<file path="src/rtl/tdma_pkg.sv">
package tdma_pkg;
  localparam int unsigned DW = 32;
  localparam int unsigned LANES = DW / 8;

  typedef enum logic [2:0] {
    ST_IDLE, ST_PARAM, ST_PARK, ST_NEXT, ST_BUF, ST_DATA, ST_SEND, ST_DONE
  } tdma_state_e;

  // parameter word bit positions
  localparam int unsigned P_HOLD = 31;
  localparam int unsigned P_EOP  = 30;
  localparam int unsigned P_SOP  = 29;
  localparam int unsigned P_ICPT = 28;
  localparam int unsigned P_IEOP = 27;

  localparam logic [1:0] RA_CTRL  = 2'd0;
  localparam logic [1:0] RA_FIRST = 2'd1;
  localparam logic [1:0] RA_POLL  = 2'd2;

  localparam int unsigned C_START   = 0;
  localparam int unsigned C_RESTART = 1;
  localparam int unsigned C_OFF     = 2;

  localparam logic [DW-1:0] DONE_WORD = 32'h8000_0000;
endpackage

</file>
<file path="src/rtl/tdma_regs.sv">
module tdma_regs
  import tdma_pkg::*;
#(
  parameter int unsigned AW       = 32,
  parameter int unsigned PW       = 16,
  parameter int unsigned POLL_DEF = 7
) (
  input  logic          clk_i,
  input  logic          rst_ni,
  input  logic          we_i,
  input  logic [1:0]    addr_i,
  input  logic [DW-1:0] wdata_i,
  output logic [AW-1:0] first_o,
  output logic [PW-1:0] poll_o,
  output logic          start_o,
  output logic          restart_o,
  output logic          off_o
);
  logic ctrl_wr;

  always_ff @(posedge clk_i or negedge rst_ni) begin
    if (!rst_ni) begin
      first_o <= '0;
      poll_o  <= PW'(POLL_DEF);
    end else if (we_i) begin
      if (addr_i == RA_FIRST) first_o <= wdata_i[AW-1:0];
      if (addr_i == RA_POLL)  poll_o  <= wdata_i[PW-1:0];
    end
  end

  assign ctrl_wr   = we_i && (addr_i == RA_CTRL);
  assign start_o   = ctrl_wr && wdata_i[C_START];
  assign restart_o = ctrl_wr && wdata_i[C_RESTART];
  assign off_o     = ctrl_wr && wdata_i[C_OFF];
endmodule

</file>
<file path="src/rtl/tdma_poll_timer.sv">
module tdma_poll_timer #(
  parameter int unsigned PW = 16
) (
  input  logic          clk_i,
  input  logic          rst_ni,
  input  logic          load_i,
  input  logic          run_i,
  input  logic [PW-1:0] ival_i,
  output logic          expire_o
);
  logic [PW-1:0] cnt_q;

  always_ff @(posedge clk_i or negedge rst_ni) begin
    if (!rst_ni)                    cnt_q <= '0;
    else if (load_i)                cnt_q <= ival_i;
    else if (run_i && cnt_q != '0)  cnt_q <= cnt_q - PW'(1);
  end

  assign expire_o = run_i && (cnt_q == '0);
endmodule

</file>
<file path="src/rtl/tdma_byte_sel.sv">
module tdma_byte_sel
  import tdma_pkg::*;
#(
  parameter int unsigned IW = $clog2(LANES)
) (
  input  logic [DW-1:0] word_i,
  input  logic [IW-1:0] idx_i,
  output logic [7:0]    byte_o
);
  logic [7:0] lane [LANES];

  for (genvar g = 0; g < LANES; g++) begin : g_lane
    assign lane[g] = word_i[g*8 +: 8];
  end

  assign byte_o = lane[idx_i];
endmodule

</file>
<file path="src/rtl/tdma_tx_dma.sv">
module tdma_tx_dma
  import tdma_pkg::*;
#(
  parameter int unsigned AW       = 32,
  parameter int unsigned CW       = 22,
  parameter int unsigned PW       = 16,
  parameter int unsigned POLL_DEF = 7
) (
  input  logic          clk_i,
  input  logic          rst_ni,
  input  logic          reg_we_i,
  input  logic [1:0]    reg_addr_i,
  input  logic [DW-1:0] reg_wdata_i,
  output logic          mem_req_o,
  output logic          mem_we_o,
  output logic [AW-1:0] mem_addr_o,
  output logic [DW-1:0] mem_wdata_o,
  input  logic          mem_ack_i,
  input  logic [DW-1:0] mem_rdata_i,
  output logic          tx_valid_o,
  input  logic          tx_ready_i,
  output logic [7:0]    tx_data_o,
  output logic          tx_sop_o,
  output logic          tx_eop_o,
  output logic          active_o,
  output logic          irq_o
);
  localparam int unsigned IW = $clog2(LANES);
  localparam logic [AW-1:0] OFS_NEXT = AW'(LANES);
  localparam logic [AW-1:0] OFS_BUF  = AW'(2 * LANES);
  localparam logic [AW-1:0] OFS_DONE = AW'(3 * LANES);
  localparam logic [AW-1:0] WMASK    = ~AW'(LANES - 1);

  tdma_state_e   state_q;
  logic [AW-1:0] first_addr, cur_q, nxt_q, ptr_q;
  logic [PW-1:0] poll_ival;
  logic          start_p, restart_p, off_p;
  logic [CW-1:0] cnt_q, rem_q;
  logic          f_eop_q, f_sop_q, f_icpt_q, f_ieop_q;
  logic [DW-1:0] word_q;
  logic [IW-1:0] idx_q;
  logic          first_q, stop_q, irq_q;
  logic          halt, park_load, poll_due, beat;

  tdma_regs #(.AW(AW), .PW(PW), .POLL_DEF(POLL_DEF)) u_regs (
    .clk_i, .rst_ni,
    .we_i(reg_we_i), .addr_i(reg_addr_i), .wdata_i(reg_wdata_i),
    .first_o(first_addr), .poll_o(poll_ival),
    .start_o(start_p), .restart_o(restart_p), .off_o(off_p)
  );

  assign halt      = stop_q || off_p;
  assign park_load = (state_q == ST_PARAM) && mem_ack_i && mem_rdata_i[P_HOLD] && !halt;

  tdma_poll_timer #(.PW(PW)) u_poll (
    .clk_i, .rst_ni,
    .load_i(park_load), .run_i(state_q == ST_PARK),
    .ival_i(poll_ival), .expire_o(poll_due)
  );

  tdma_byte_sel u_bsel (.word_i(word_q), .idx_i(idx_q), .byte_o(tx_data_o));

  assign beat = tx_valid_o && tx_ready_i;

  always_ff @(posedge clk_i or negedge rst_ni) begin
    if (!rst_ni) begin
      state_q  <= ST_IDLE;
      cur_q    <= '0;
      nxt_q    <= '0;
      ptr_q    <= '0;
      cnt_q    <= '0;
      rem_q    <= '0;
      f_eop_q  <= 1'b0;
      f_sop_q  <= 1'b0;
      f_icpt_q <= 1'b0;
      f_ieop_q <= 1'b0;
      word_q   <= '0;
      idx_q    <= '0;
      first_q  <= 1'b0;
      stop_q   <= 1'b0;
      irq_q    <= 1'b0;
    end else begin
      irq_q <= 1'b0;
      if (off_p && state_q != ST_IDLE && state_q != ST_PARK) stop_q <= 1'b1;
      if (state_q == ST_IDLE) stop_q <= 1'b0;
      unique case (state_q)
        ST_IDLE: if (!off_p) begin
          if (start_p) begin
            cur_q   <= first_addr;
            state_q <= ST_PARAM;
          end else if (restart_p) state_q <= ST_PARAM;
        end
        ST_PARAM: if (mem_ack_i) begin
          f_eop_q  <= mem_rdata_i[P_EOP];
          f_sop_q  <= mem_rdata_i[P_SOP];
          f_icpt_q <= mem_rdata_i[P_ICPT];
          f_ieop_q <= mem_rdata_i[P_IEOP];
          cnt_q    <= mem_rdata_i[CW-1:0];
          if (halt)                     state_q <= ST_IDLE;
          else if (mem_rdata_i[P_HOLD]) state_q <= ST_PARK;
          else                          state_q <= ST_NEXT;
        end
        ST_PARK: begin
          if (off_p)                       state_q <= ST_IDLE;
          else if (restart_p || poll_due)  state_q <= ST_PARAM;
        end
        ST_NEXT: if (mem_ack_i) begin
          nxt_q   <= mem_rdata_i[AW-1:0];
          state_q <= halt ? ST_IDLE : ST_BUF;
        end
        ST_BUF: if (mem_ack_i) begin
          ptr_q   <= mem_rdata_i[AW-1:0] & WMASK;
          rem_q   <= cnt_q;
          first_q <= 1'b1;
          if (halt)               state_q <= ST_IDLE;
          else if (cnt_q == '0)   state_q <= ST_DONE;
          else                    state_q <= ST_DATA;
        end
        ST_DATA: if (mem_ack_i) begin
          word_q  <= mem_rdata_i;
          idx_q   <= '0;
          ptr_q   <= ptr_q + AW'(LANES);
          state_q <= halt ? ST_IDLE : ST_SEND;
        end
        ST_SEND: if (tx_ready_i) begin
          first_q <= 1'b0;
          rem_q   <= rem_q - CW'(1);
          if (halt)                           state_q <= ST_IDLE;
          else if (rem_q == CW'(1))           state_q <= ST_DONE;
          else if (idx_q == IW'(LANES - 1))   state_q <= ST_DATA;
          else                                idx_q   <= idx_q + IW'(1);
        end
        ST_DONE: if (mem_ack_i) begin
          irq_q   <= f_icpt_q || (f_ieop_q && f_eop_q);
          cur_q   <= nxt_q;
          state_q <= halt ? ST_IDLE : ST_PARAM;
        end
        default: state_q <= ST_IDLE;
      endcase
    end
  end

  always_comb begin
    mem_addr_o = cur_q;
    unique case (state_q)
      ST_NEXT: mem_addr_o = cur_q + OFS_NEXT;
      ST_BUF:  mem_addr_o = cur_q + OFS_BUF;
      ST_DATA: mem_addr_o = ptr_q;
      ST_DONE: mem_addr_o = cur_q + OFS_DONE;
      default: mem_addr_o = cur_q;
    endcase
  end

  assign mem_req_o   = (state_q == ST_PARAM) || (state_q == ST_NEXT) || (state_q == ST_BUF) ||
                       (state_q == ST_DATA)  || (state_q == ST_DONE);
  assign mem_we_o    = (state_q == ST_DONE);
  assign mem_wdata_o = DONE_WORD;
  assign tx_valid_o  = (state_q == ST_SEND);
  assign tx_sop_o    = first_q && f_sop_q;
  assign tx_eop_o    = (rem_q == CW'(1)) && f_eop_q;
  assign active_o    = (state_q != ST_IDLE);
  assign irq_o       = irq_q;

  // a stalled byte is held unchanged
  a_r3_hold_beat: assert property (@(posedge clk_i) disable iff (!rst_ni)
    tx_valid_o && !tx_ready_i && !off_p && !stop_q |=>
      tx_valid_o && $stable(tx_data_o) && $stable(tx_sop_o) && $stable(tx_eop_o));
  // the end-marked byte is the last of its descriptor
  a_r4_eop_last: assert property (@(posedge clk_i) disable iff (!rst_ni)
    beat && tx_eop_o |=> !tx_valid_o);
  // the only write is the done flag
  a_r5_done_word: assert property (@(posedge clk_i) disable iff (!rst_ni)
    mem_req_o && mem_we_o |-> mem_wdata_o == DONE_WORD && mem_addr_o[1:0] == 2'b00);
  // a held descriptor parks the engine
  a_r6_park_quiet: assert property (@(posedge clk_i) disable iff (!rst_ni)
    park_load |=> !mem_req_o && !tx_valid_o && active_o);
  // every access is word aligned
  a_r8_aligned: assert property (@(posedge clk_i) disable iff (!rst_ni)
    mem_req_o |-> mem_addr_o[1:0] == 2'b00);
  // off while parked stops at once
  a_r10_off_park: assert property (@(posedge clk_i) disable iff (!rst_ni)
    off_p && state_q == ST_PARK |=> !active_o && !mem_req_o);
endmodule

</file>
<file path="config.mk">
export PLATFORM = sky130hd
export DESIGN_NAME = tdma_tx_dma
export DESIGN_NICKNAME = d
export VERILOG_FILES = /design/src/rtl/tdma_pkg.sv /design/src/rtl/tdma_regs.sv /design/src/rtl/tdma_poll_timer.sv /design/src/rtl/tdma_byte_sel.sv /design/src/rtl/tdma_tx_dma.sv
export SDC_FILE = /design/constraint.sdc
export NUM_CORES = 1
export LEC_CHECK = 0
export BUFFER_PORTS_ARGS = -buffer_cell sky130_fd_sc_hd__buf_2
export CAP_MARGIN = 0
export CORE_ASPECT_RATIO = 0.7
export CORE_UTILIZATION = 45
export CTS_CLUSTER_SIZE = 30
export DETAILED_ROUTE_END_ITERATION = 10
export GPL_ROUTABILITY_DRIVEN = 0
export PLACE_DENSITY = 0.61
export SYNTH_ARGS = -nofsm -noshare
export SYNTH_HDL_FRONTEND = slang
export SYNTH_HIERARCHICAL = 1
export SYNTH_SLANG_ARGS = --single-unit
</file>
<file path="constraint.sdc">
create_clock -name clk_i -period 4.97 [get_ports clk_i]
set_clock_uncertainty 0.2 [all_clocks]
set_input_delay 0.7455 -clock clk_i [delete_from_list [all_inputs] [get_ports clk_i]]
set_output_delay 0.7455 -clock clk_i [all_outputs]
set_load 0.005 [all_outputs]
</file>
==> summary.txt <==
status = finished, violations left
failing checks = hold timing
Peak Freq = 232 MHz
Final min period = 4.31 ns
Yosys warning total = 6
Final Cycle Share = 86.7%
required time worst endpoint = 4.02 ns
final-report max-slew violation count = 0
post-detail-place hpwl = 29500 um
Layout area overhead = 10.8%
vias in the first global route = 10.7k
Clk Latency, worst-skew pair = 0.54 ns
Final Core Density = 51.4%
Setup Buffers After CTS = 0
Ant. Diodes = 0
Buf/Inv on CP = 2
Net Sw Frac = 41.3%
Post-Synthesis Cells = 1434
biggest area consumer among synthesized cells = dfrtp_1
WP data arrival = 3.36 ns
final hold violation count = 6
hold buffer count at CTS = 0
Hold Path Class = primary input to asynchronous set/reset pin
CP max-delay cell = nor4_2
sequential-to-total area share from yosys stat = 43.5%
CTS Sinks = 246
Iteration-0 DRC Markers = 1348
post-synth top area share = 43.0%
maxcap violations = 0
worst r2r path cells = 10
kind of cell adding the most delay to the critical path = simple AND/OR/NAND/NOR gates
most used cell, CP = xnor2_1
post-synth cell types = 88
max incr delay on CP = 0.61 ns
Post-synth EDFFs = 0
clock share of power = 19.4%
measured slew at the worst slew-check pin = 1.10 ns
nets = 1576
root buffer cell = clkbuf_16
Die W = 214 um
ANT nets after route = 0
FF/Latch Area = 0.00616 mm2
clock buffer count from CTS = 25
relative slew slack = 26.1%
first-pass GRT wire length = 64700 um
WHS = -0.0167 ns
TritonRoute pass-1 iters = 6
worst-path maximum fanout = 11
I/O Buffers = 117
Residual DRC = 0
gr usage total = 26.1%
Reg power frac = 39.6%
grt total ovfl = 0
Via density = 6.02
CTS tree = yes
NetSw = 4.05 mW
synth cell count leaders = dfrtp_1 (243), nor2_1 (129), a21oi_1 (120), nand2_1 (119), mux2_2 (94)
Setup crit start kind = flop
power density over the cells = 625 mW/mm2
Setup crit end kind = output port
Final Setup Violations = 0
vias = 11.6k
sum of negative setup slack = 0 ns
#FFs+latches synth = 246
Max Buffers Root-to-Sink = 3
initial antenna violation count = 3
critical path, cell by cell = inv_1 > xnor2_1 > ha_1 > a41oi_1 > nor4_2 > nand3_1 > xnor2_1 > a222oi_1 > o21ai_0 > buf_2
largest net degree at the start of global routing = 95
share of layout cells above drive strength 1 = 23.6%
Final Power = 9.80 mW
top post-synthesis cells by area = dfrtp_1 (43%), mux2_2 (7.5%), a21oi_1 (4.2%), mux2_4 (4.2%), nor2_1 (3.4%)
Initial Util = 46.4%
RSZ-0062 raised after global routing = false
wire per inst = 21.5 um
clock-pin slew on the worst setup and hold paths = 0.07 ns
most frequent cell after synthesis = dfrtp_1
Core Area = 0.0305 mm2
Mapped Area = 0.0142 mm2
Gate power share = 41.0%
full die area = 0.0322 mm2
fill cell count = 2823
ys async rst share = 100%
ys flop type = dfrtp_1
P_int = 5.75 mW
Setup CP Type = flop to output port
Multi-input gate area = 0.00731 mm2
die height = 150 um
source of the worst register-to-register timing path = state_q[0]
Worst VDD drop = 0.335 mV
setup slack, reg-to-reg = 1.47 ns
Avg Synthesized Cell Area = 9.87 um2
Row Count = 53
number of top-level pins = 150
DRT Wirelength = 41500 um
CTS H-tree depth = 1
P_leak = 6.64 nW
Crit Reg-Reg Endpoint = rem_q[14]
post_cts resized = 0
state kept, by name, indices dropped and copies added, names as in the netlist, 22 cells and up:
| name | count |
|---|---|
| cur_q | 32 |
| nxt_q | 32 |
| u_regs/first_o | 32 |
| word_q | 32 |
| ptr_q | 30 |
| cnt_q | 22 |
| rem_q | 22 |
placed cells by master, fill, tap and decap left out, types with 10 or more instances in the layout:
cell and n:
o21ai_0 83, clkbuf_16 25, mux2_2 94, and3_1 17, buf_2 116, nand3_1 42
nand2_1 119, a31oi_1 21, mux2i_1 38, xor2_1 10, conb_1 32, mux2_4 40
nor2_1 128, o22ai_1 25, o311ai_0 11, dfrtp_1 243, a22oi_1 14, nor3_1 25
inv_1 25, a21oi_1 120, nand4_1 20, nor4_1 12, buf_4 23, or3_1 12
and2_1 14, xnor2_1 15
power by group through the flow:
| stage | clock (mW) | combinational (mW) | sequential, mW |
|---|---|---|---|
| after floorplan | 0 | 3.11 | 3.37 |
| after global placement | 0 | 3.91 | 3.87 |
| after detailed placement | 0 | 3.98 | 3.88 |
| after CTS | 1.94 | 4.00 | 3.85 |
| after global routing | 2.02 | 4.44 | 4.01 |
| final | 1.90 | 4.02 | 3.88 |
area by class of cell:
cell class              instances  area share (%)
inverters                      26           0.622
well taps                     412            3.29
clock buffers                  35            4.67
repair buffers                141            5.03
flip-flops and latches        246            39.3
clock inverters                 9           0.487
multi-input cells            1058            46.6
worst max path at each step:
stage / slack (ns) / startpoint / depth (start not counted) / endpoint
after floorplan: 1.51 / state_q[2] / 12 / mem_addr_o[24]
after global placement: 1.33 / cur_q[3] / 9 / mem_addr_o[20]
after detailed placement: 1.28 / cur_q[3] / 9 / mem_addr_o[20]
after CTS: 0.69 / cur_q[3] / 9 / mem_addr_o[20]
after global routing: 0.35 / cur_q[3] / 10 / mem_addr_o[28]
final: 0.66 / cur_q[3] / 10 / mem_addr_o[24]
logic make-up after synthesis:
kind of cell    share of synthesized area, %
flops                                   43.5
xor+xnor                                1.55
fa+ha+maj                              0.619
simple gates                            16.8
compound gates                          16.1
other cells                           0.0531
mux                                     15.7
buf+inv                                 5.76
through the flow:
| step | instances | hold slack [ns] | cell area, um2 | setup WS, ns |
|---|---|---|---|---|
| global placement | 1883 | 0.261 | 14900 | 1.33 |
| CTS | 1927 | 0.0183 | 15700 | 0.693 |
| detailed placement | 1883 | 0.277 | 14900 | 1.28 |
| global route | 1927 | 0.0428 | 15700 | 0.354 |
| finish | 1927 | -0.0167 | 15700 | 0.663 |
| floorplan | 1464 | 0.239 | 14300 | 1.51 |
metal layers:
layer | wire, um | global-route usage [%] | vias to the layer above
met1 | 20200 | 40.5 | 5733
met3 | 3310 | 4.85 | 57
li1 | - | - | 5339
met2 | 17000 | 36.8 | 476
met4 | 981 | 6.65 | 0
met5 | 0 | 0 | -
worst register-to-register path: stages, from the launching register on:
cell and delay [ns]:
dfrtp_1 0.38, buf_4 0.30, inv_2 0.19, buf_4 0.33, nand3_1 0.12, buf_4 0.28
inv_1 0.48, nand2_1 0.19, nand2_1 0.49, o21ai_0 0.19, a22o_1 0.26
Power figures use the tool's default switching activity.
